<file path="src/rtl/hb_saw_pwm.sv">
module hb_saw_pwm #(
  parameter int CUR_W     = 16,
  parameter int GAIN_W    = 8,
  parameter int GAIN_FRAC = 4,
  parameter int CNT_W     = 16
) (
  input  logic                     clk,
  input  logic                     rst_n,
  input  logic                     en,
  input  logic signed [CUR_W-1:0]  i_ref,
  input  logic signed [CUR_W-1:0]  i_meas,
  input  logic        [GAIN_W-1:0] gain,
  input  logic        [CNT_W-1:0]  term_cnt,
  output logic                     gate_hi,
  output logic                     gate_lo,
  output logic                     wrap
);
  localparam int ERR_W  = CUR_W + 1;
  localparam int PROD_W = ERR_W + GAIN_W + 1;
  localparam int MAG_W  = CNT_W + 1;
  localparam logic [MAG_W-1:0] MAG_MAX = {1'b1, {CNT_W{1'b0}}};

  logic signed [ERR_W-1:0]  err;
  logic signed [GAIN_W:0]   gain_s;
  logic signed [PROD_W-1:0] prod;
  logic        [PROD_W-1:0] prod_abs, scaled;
  logic        [MAG_W-1:0]  mag_next;

  logic [CNT_W-1:0] cnt_q, tc_q;
  logic [MAG_W-1:0] mag_q;
  logic             pos_q, neg_q, at_end;

  assign err      = ERR_W'(i_ref) - ERR_W'(i_meas);
  assign gain_s   = $signed({1'b0, gain});
  assign prod     = PROD_W'(err) * PROD_W'(gain_s);
  assign prod_abs = prod[PROD_W-1] ? $unsigned(-prod) : $unsigned(prod);
  assign scaled   = prod_abs >> GAIN_FRAC;
  assign mag_next = (scaled > PROD_W'(MAG_MAX)) ? MAG_MAX : scaled[MAG_W-1:0];

  assign at_end = (cnt_q == tc_q);

  always_ff @(posedge clk) begin
    if (!rst_n) begin
      cnt_q <= '0;
      tc_q  <= '0;
      mag_q <= '0;
      pos_q <= 1'b0;
      neg_q <= 1'b0;
    end else if (at_end) begin
      cnt_q <= '0;
      tc_q  <= term_cnt;
      mag_q <= mag_next;
      pos_q <= ~prod[PROD_W-1];
      neg_q <= prod[PROD_W-1];
    end else begin
      cnt_q <= cnt_q + 1'b1;
    end
  end

  assign gate_hi = en & pos_q & ({1'b0, cnt_q} < mag_q);
  assign gate_lo = en & neg_q & ({1'b0, cnt_q} < mag_q);
  assign wrap    = rst_n & at_end;
endmodule

</file>
<file path="config.mk">
export PLATFORM = sky130hd
export DESIGN_NAME = hb_saw_pwm
export DESIGN_NICKNAME = d
export VERILOG_FILES = /design/src/rtl/hb_saw_pwm.sv
export SDC_FILE = /design/constraint.sdc
export NUM_CORES = 1
export LEC_CHECK = 0
export BUFFER_PORTS_ARGS = -buffer_cell sky130_fd_sc_hd__buf_2
export CAP_MARGIN = 10
export CORE_MARGIN = 3
export CORE_UTILIZATION = 45
export DETAILED_ROUTE_END_ITERATION = 10
export GPL_TIMING_DRIVEN = 0
export PLACE_DENSITY = 0.73
export SYNTH_ARGS = -nofsm -noshare
export SYNTH_HDL_FRONTEND = slang
export SYNTH_SLANG_ARGS = --single-unit
</file>
<file path="constraint.sdc">
create_clock -name clk -period 14.9 [get_ports clk]
set_input_delay 1.49 -clock clk [delete_from_list [all_inputs] [get_ports clk]]
set_output_delay 1.49 -clock clk [all_outputs]
set_load 0.005 [all_outputs]
</file>
==> results.json, run 1 <==
{
  "ys_warn_count": 0,
  "dr.pass1.iters": 5,
  "synth_seq_cells": 51,
  "critPathMaxFanout": 10,
  "cp_data_required_time_ns": 15.10,
  "grt_max_degree": 16,
  "ys.flop_type": "dfxtp_1",
  "die_h_microns": 147.8,
  "max_cap_violations": 0,
  "diodes": 0,
  "dieArea_sq_um": 21850,
  "yosys.area.top_type_share": 0.2412,
  "ant_nets": 0,
  "rsz0062_at_grt": "false",
  "grt_usage": 0.1851,
  "fin_setup_tns_ns": 0,
  "synth-seq-area-share": 0.1128,
  "syn-instance-count": 1110,
  "io_pins": 62,
  "holdBufCountCts": 0,
  "wirelength_mm": 19.26,
  "drive_above_1_share": 0.08000,
  "cp-end-kind": "flip-flop",
  "viasPerCell": 5.244,
  "tritoncts": "done",
  "htree_levels": 2,
  "startpoint_type": "input pin",
  "grt-ovfl-total": 0,
  "synth.most_common_cell": "inv_1",
  "timing.final.crit_share": 0.6440,
  "multi_input_area_sq_um": 7121,
  "numPortBuffers": 57,
  "synth_commonest_cells": "195 x inv_1, 135 x nand2_1, 109 x fa_1, 84 x ha_1, 63 x and2_1",
  "layout.nets": 1426,
  "wl_per_cell_microns": 13.37,
  "synth_edf_count": 0,
  "worstMarginPinSlew_ns": 0.9882,
  "crit_arrival_ns": 9.80,
  "root_buffer": "clkbuf_16",
  "clk_pin_slew_ns": 0.06,
  "clock_sinks": 51,
  "finalInstanceArea_sq_um": 9839,
  "drc_errors": 0,
  "clock_latency_ns": 0.29,
  "seq_area_sq_um": 1021,
  "setup_viol": 0,
  "post-synth-top-area-cell": "fa_1",
  "rrSetupSlack_ns": 12.45,
  "grt_pass1_wl_mm": 34.68,
  "worst_hold_path_type": "reg2reg",
  "fp.dieW_microns": 147.8,
  "cpMostUsedCell": "fa_1",
  "row_count": 51,
  "drtIter0Drc": 361,
  "final_core_util": 0.5023,
  "status": "finished, final reports clean",
  "relSlewSlack": 0.3372,
  "core_sq_um": 19590,
  "syn_to_final_growth_pct": 8.739,
  "cts_resized": 0,
  "syn_nets": 1362,
  "cts_setup_buffers": 0,
  "num_vias": 7552,
  "synth_cell_types": 75,
  "initial_core_util": 0.4619,
  "fmax_mhz": 104.2,
  "fin_crit_ns": 9.596,
  "crit_path_max_incr_delay_ns": 0.83,
  "cts_buffers": 5,
  "fin_worst_skew_ns": 0.006516,
  "grt_pass1_vias": 7702,
  "yosys-top-cells-area": "fa_1 24%, ha_1 12%, dfxtp_1 11%, inv_1 8.1%, nand2_1 5.6%",
  "routabilityCongestion": 0.8765,
  "antenna_found_initial": 0,
  "fillCellCount": 1874,
  "syn-cell-area_sq_um": 9049,
  "hpwl_mm": 16.26,
  "syn_area_per_cell_sq_um": 8.152,
  "dpl-instance-area_sq_um": 9666,
  "clockBufferDepth": 2,
  "async_flop_share": 0,
  "slowest_stage": "a211oi_1",
  "slew_viol_final": 0,
  "hold_viol_final": 0,
  "setup.worst_path.class": "in2reg"
}
## registers in the layout (all words and copies together) (netlist names)
register	cells
tc_q	16
mag_q	17
cnt_q	16
pos_q	1
neg_q	1
## per-stage QoR
stage | instances | setup WS (ns) | hold WS, ns
2_1_floorplan | 1110 | 6.310 | 0.4251
3_3_place_gp | 1432 | 5.155 | 0.4450
3_5_place_dp | 1432 | 5.075 | 0.4521
4_1_cts | 1440 | 5.346 | 0.4650
5_1_grt | 1440 | 4.626 | 0.4903
6_report | 1440 | 5.304 | 0.4634
## layer usage
layer | global-route usage | routed length, microns
met3 | 0.01104 | 663
met5 | 0 | 0
met1 | 0.2495 | 8877
met4 | 0.02656 | 242
met2 | 0.3363 | 9476
## area by class of cell
class / instances / area share
Multi-Input combinational cell: 824 / 0.7237
Sequential cell: 51 / 0.1038
Inverter: 196 / 0.07490
Tap cell: 265 / 0.03370
Timing Repair Buffer: 57 / 0.02899
Buffer: 39 / 0.01729
Clock buffer: 6 / 0.01411
Clock inverter: 2 / 0.003561
## final timing paths
kind / start / to / cells after the start
worst max-delay path: i_meas[1] / mag_q[13] / 31
worst min-delay path: mag_q[1] / mag_q[1] / 2
worst max register to register: cnt_q[2] / tc_q[10] / 8
worst min register to register: mag_q[1] / mag_q[1] / 2
## cell usage in the layout, fill, tap and decap left out, types with 8 or more instances in the layout
cell	synthesis	layout
and3_1	8	8
fa_1	109	109
a21oi_1	23	23
nand4_1	12	12
ha_1	84	84
xnor2_1	41	41
clkbuf_1	35	35
a21boi_0	21	21
a21o_1	9	9
nor2_1	59	59
nand2_1	135	135
o31ai_1	8	8
xor2_1	38	38
o21ai_0	19	19
nor3_1	11	11
o21a_1	9	9
dfxtp_1	51	51
nor2b_1	17	17
o211ai_1	9	9
inv_1	195	195
nand3_1	31	31
nand3b_1	9	9
and2_1	63	63
buf_2	0	57
## cells by family (layout without fill, tap and decap cells)
| group | after synthesis | after routing | synth area share |
|---|---|---|---|
| simple gates | 388 | 388 | 0.2168 |
| buf+inv | 235 | 300 | 0.1002 |
| fa+ha+maj | 193 | 193 | 0.3573 |
| compound gates | 161 | 161 | 0.1319 |
| xor+xnor | 80 | 80 | 0.07826 |
| flops | 51 | 51 | 0.1128 |
| mux | 2 | 2 | 0.002627 |
## worst max-delay path: cells and delay by family
family,cells,cell delay (ns)
AO/OA/AOI/OAI,14,3.74
adder cells (fa/ha/maj),6,2.69
AND/OR/NAND/NOR,4,0.60
multiplexers,1,0.52
buffers and inverters,5,0.42
XOR/XNOR,1,0.33
Power of run 1 is not shown: default switching activity piles up to over one toggle a cycle in this logic, so the estimate is an artifact.
==> inputs of run 2 (changes only) <==
clock period = 9.7 ns   (was 14.9 ns; I/O delays follow)
==> results.json, run 2 (synthesis results as in run 1) <==
{
  "fin_setup_tns_ns": 0,
  "final_core_util": 0.5029,
  "initial_core_util": 0.4619,
  "clock_latency_ns": 0.29,
  "whs_ns": 0.4634,
  "cts_buffers": 5,
  "cts_setup_buffers": 0,
  "dr.pass1.iters": 5,
  "cp-end-kind": "flip-flop",
  "cp_data_required_time_ns": 9.90,
  "clk_pin_slew_ns": 0.06,
  "diodes": 0,
  "clock_sinks": 51,
  "cts_resized": 0,
  "layout.nets": 1426,
  "antenna_found_initial": 0,
  "ff2ff_path_depth": 8,
  "fin_crit_ns": 8.986,
  "grt-ovfl-total": 0,
  "path_depth": 33,
  "core_sq_um": 19590,
  "setup_viol": 0,
  "io_pins": 62,
  "viasPerCell": 5.233,
  "startpoint_type": "input pin",
  "htree_levels": 2,
  "routabilityCongestion": 0.8765,
  "placed_cells": 1432,
  "numPortBuffers": 57,
  "rsz0062_at_grt": "false",
  "row_count": 51,
  "path_buf_inv": 6,
  "worstMarginPinSlew_ns": 0.7447,
  "hold_path_depth": 2,
  "reg_top3": "mag_q (17), cnt_q (16), tc_q (16)",
  "cp_top_family": "adder cells",
  "worst_hold_path_type": "reg2reg",
  "timing.final.crit_share": 0.9264,
  "ant_nets": 0,
  "root_buffer": "clkbuf_16",
  "slew_viol_final": 0,
  "syn_to_final_growth_pct": 8.877,
  "dieArea_sq_um": 21850,
  "fp.dieW_microns": 147.8,
  "rrSetupSlack_ns": 7.25,
  "hpwl_mm": 16.26,
  "top_register": "mag_q",
  "fin_worst_skew_ns": 0.006537,
  "drtIter0Drc": 315,
  "largest_reg_flops": 17,
  "cpMostUsedCell": "fa_1",
  "grt_pass1_vias": 7702,
  "layout_common_cells": "195 x inv_1, 135 x nand2_1, 109 x fa_1, 84 x ha_1, 63 x and2_1",
  "relSlewSlack": 0.5000,
  "grt_pass1_wl_mm": 34.68,
  "grt_usage": 0.1851,
  "tritoncts": "done",
  "slowest_stage": "xnor2_1",
  "crit_arrival_ns": 9.19,
  "drive_above_1_share": 0.08170,
  "grt_max_degree": 16,
  "status": "finished, final reports clean",
  "wirelength_mm": 19.22,
  "layout_commonest_cell": "inv_1",
  "clockBufferDepth": 2,
  "num_vias": 7536,
  "critPathMaxFanout": 10,
  "instances_no_fill": 1440,
  "holdBufCountCts": 0,
  "max_cap_violations": 0,
  "fmax_mhz": 111.3,
  "hold_viol_final": 0,
  "crit_path_max_incr_delay_ns": 0.61,
  "drc_errors": 0,
  "setup.worst_path.class": "in2reg",
  "wl_per_cell_microns": 13.35,
  "die_h_microns": 147.8
}
## run 2: area by class of cell
type / instances / area, sq um
multi-input cells: 824 / 7133
inverters: 196 / 737.0
repair buffers: 57 / 285.3
clock inverters: 2 / 35.03
well taps: 265 / 331.6
fillers: 1873 / 9738
plain buffers: 39 / 170.2
flip-flops and latches: 51 / 1021
clock buffers: 6 / 138.9
## run 2: worst paths after layout
| kind | from | endpoint |
|---|---|---|
| worst max-delay path | i_ref[0] | mag_q[13] |
| worst min-delay path | mag_q[1] | mag_q[1] |
| worst max register to register | cnt_q[2] | tc_q[10] |
| worst min register to register | mag_q[1] | mag_q[1] |
## run 2: routing by layer
metal,global-route usage,share of wire,vias up
met4,0.02656,0.013,0
met5,0,0,-
met1,0.2495,0.46,3658
met2,0.3363,0.49,132
met3,0.01104,0.034,21
li1,-,-,3725
## run 2: worst register-to-register path, stage by stage, from the launching register on
cell	delay, ns
dfxtp_1	0.47
xor2_1	0.14
nor4_1	0.40
nand4_1	0.23
inv_1	0.13
clkbuf_1	0.32
buf_1	0.38
nand2_1	0.11
a21boi_0	0.19
## run 2: stage by stage
step	setup WS, ns	area (sq um)
finish	0.7141	9852
global route	0.05177	9852
CTS	0.6664	9839
detailed placement	0.3950	9666
global placement	0.4751	9666
floorplan	1.630	9049
Power of run 2 is left out for the same reason.
==> inputs of run 3 (changes only) <==
==> constraint.sdc (replaced) <==
create_clock -name clk -period 9.7 [get_ports clk]
set_input_delay 1.455 -clock clk [delete_from_list [all_inputs] [get_ports clk]]
set_output_delay 1.455 -clock clk [all_outputs]
set_load 0.005 [all_outputs]
==> results.json, run 3 (synthesis results as in run 1) <==
{
  "status": "finished, final reports clean",
  "root_buffer": "clkbuf_16",
  "cp-end-kind": "flip-flop",
  "core_sq_um": 19590,
  "fillCellCount": 1864,
  "startpoint_type": "input pin",
  "clock_latency_ns": 0.29,
  "max_cap_violations": 0,
  "clockBufferDepth": 2,
  "wirelength_mm": 19.36,
  "seq_area_sq_um": 1021,
  "ant_nets": 0,
  "multi_input_area_sq_um": 7203,
  "syn_to_final_growth_pct": 10.18,
  "fin_crit_ns": 9.096,
  "layout.nets": 1432,
  "io_pins": 62,
  "layout_common_cells": "195 x inv_1, 135 x nand2_1, 109 x fa_1, 84 x ha_1, 63 x and2_1",
  "setup.worst_path.class": "in2reg",
  "numPortBuffers": 57,
  "dr_wl_met3_microns": 621,
  "setup_viol": 0,
  "cp_top_family": "adder cells",
  "htree_levels": 2,
  "largest_reg_flops": 17,
  "slowest_stage": "fa_1",
  "dpl-instance-area_sq_um": 9666,
  "initial_core_util": 0.4619,
  "hpwl_mm": 16.26,
  "crit_arrival_ns": 9.29,
  "grt_usage": 0.1851,
  "antenna_found_initial": 0,
  "clock_sinks": 51,
  "tritoncts": "done",
  "slew_viol_final": 0,
  "cts_buffers": 5,
  "drtIter0Drc": 350,
  "fp.dieW_microns": 147.8,
  "cp_data_required_time_ns": 9.90,
  "grt-ovfl-total": 0,
  "drive_above_1_share": 0.09229,
  "viasPerCell": 5.232,
  "finalInstanceArea_sq_um": 9970,
  "relSlewSlack": 0.4051,
  "fmax_mhz": 109.9,
  "routabilityCongestion": 0.8765,
  "grt_max_degree": 16,
  "crit_path_max_incr_delay_ns": 0.57,
  "timing.final.crit_share": 0.9378,
  "clk_pin_slew_ns": 0.06,
  "row_count": 51,
  "num_vias": 7565,
  "hold_viol_final": 0,
  "top_layer_used": "met4",
  "fin_worst_skew_ns": 0.006651,
  "reg_top3": "mag_q (17), cnt_q (16), tc_q (16)",
  "top_register": "mag_q",
  "layout_commonest_cell": "inv_1",
  "worst_hold_path_type": "reg2reg",
  "grt_pass1_wl_mm": 34.68,
  "grt_pass1_vias": 7702,
  "wl_met2_mm": 9.562,
  "die_h_microns": 147.8,
  "critPathMaxFanout": 10,
  "worstMarginPinSlew_ns": 0.8860,
  "path_buf_inv": 7,
  "wl_per_cell_microns": 13.39,
  "dieArea_sq_um": 21850,
  "diodes": 0,
  "met1Wirelength_mm": 8.904,
  "drc_errors": 0,
  "dr.pass1.iters": 5
}
[run 3: changes by cell type in the layout (fill, tap and decap cells not counted), sizes merged]
cell	change
buf	+6
[run 3: layer usage]
layer	vias up	global-route usage
met3	25	0.01104
met4	0	0.02656
li1	3734	-
met2	129	0.3363
met5	-	0
met1	3677	0.2495
[run 3: worst reg2reg max path, cell delays in order (launching register included)]
cell and delay [ns]:
dfxtp_1 0.47, xor2_1 0.14, nor4_1 0.40, nand4_1 0.23
inv_1 0.13, clkbuf_1 0.32, buf_1 0.38, nand2_1 0.11
a21boi_0 0.19
[run 3: final timing paths]
path                            startpoint         to  slack [ns]  cells after the start
worst max-delay path              i_ref[0]  mag_q[13]        0.60                     34
worst min-delay path              mag_q[1]   mag_q[1]        0.46                      2
worst max register to register    cnt_q[2]   tc_q[10]        7.25                      8
worst min register to register    mag_q[1]   mag_q[1]        0.46                      2
[run 3: timing repair]
item,4_1_cts,5_1_grt
setup endpoints to repair,0,19
resized for setup,0,15
setup buffers,0,6
hold buffers,0,0
[run 3: per-stage QoR]
step | cells | util | setup TNS, ns | setup WS [ns] | hold WS, ns
2_1_floorplan | 1110 | - | 0 | 1.145 | 0.4251
3_3_place_gp | 1432 | 0.4934 | -0.06315 | -0.009859 | 0.4450
3_5_place_dp | 1432 | 0.4934 | -0.4242 | -0.09000 | 0.4521
4_1_cts | 1440 | 0.5023 | 0 | 0.1814 | 0.4650
5_1_grt | 1446 | 0.5089 | -0.01613 | -0.009048 | 0.4903
6_report | 1446 | 0.5089 | 0 | 0.6038 | 0.4634
[run 3: final cells by class]
type,instances,share of cell area
Inverter,196,0.07392
Timing Repair Buffer,63,0.03313
Clock inverter,2,0.003514
Buffer,39,0.01732
Clock buffer,6,0.01393
Tap cell,265,0.03326
Sequential cell,51,0.1024
Multi-Input combinational cell,824,0.7225
Power of run 3 is left out for the same reason.
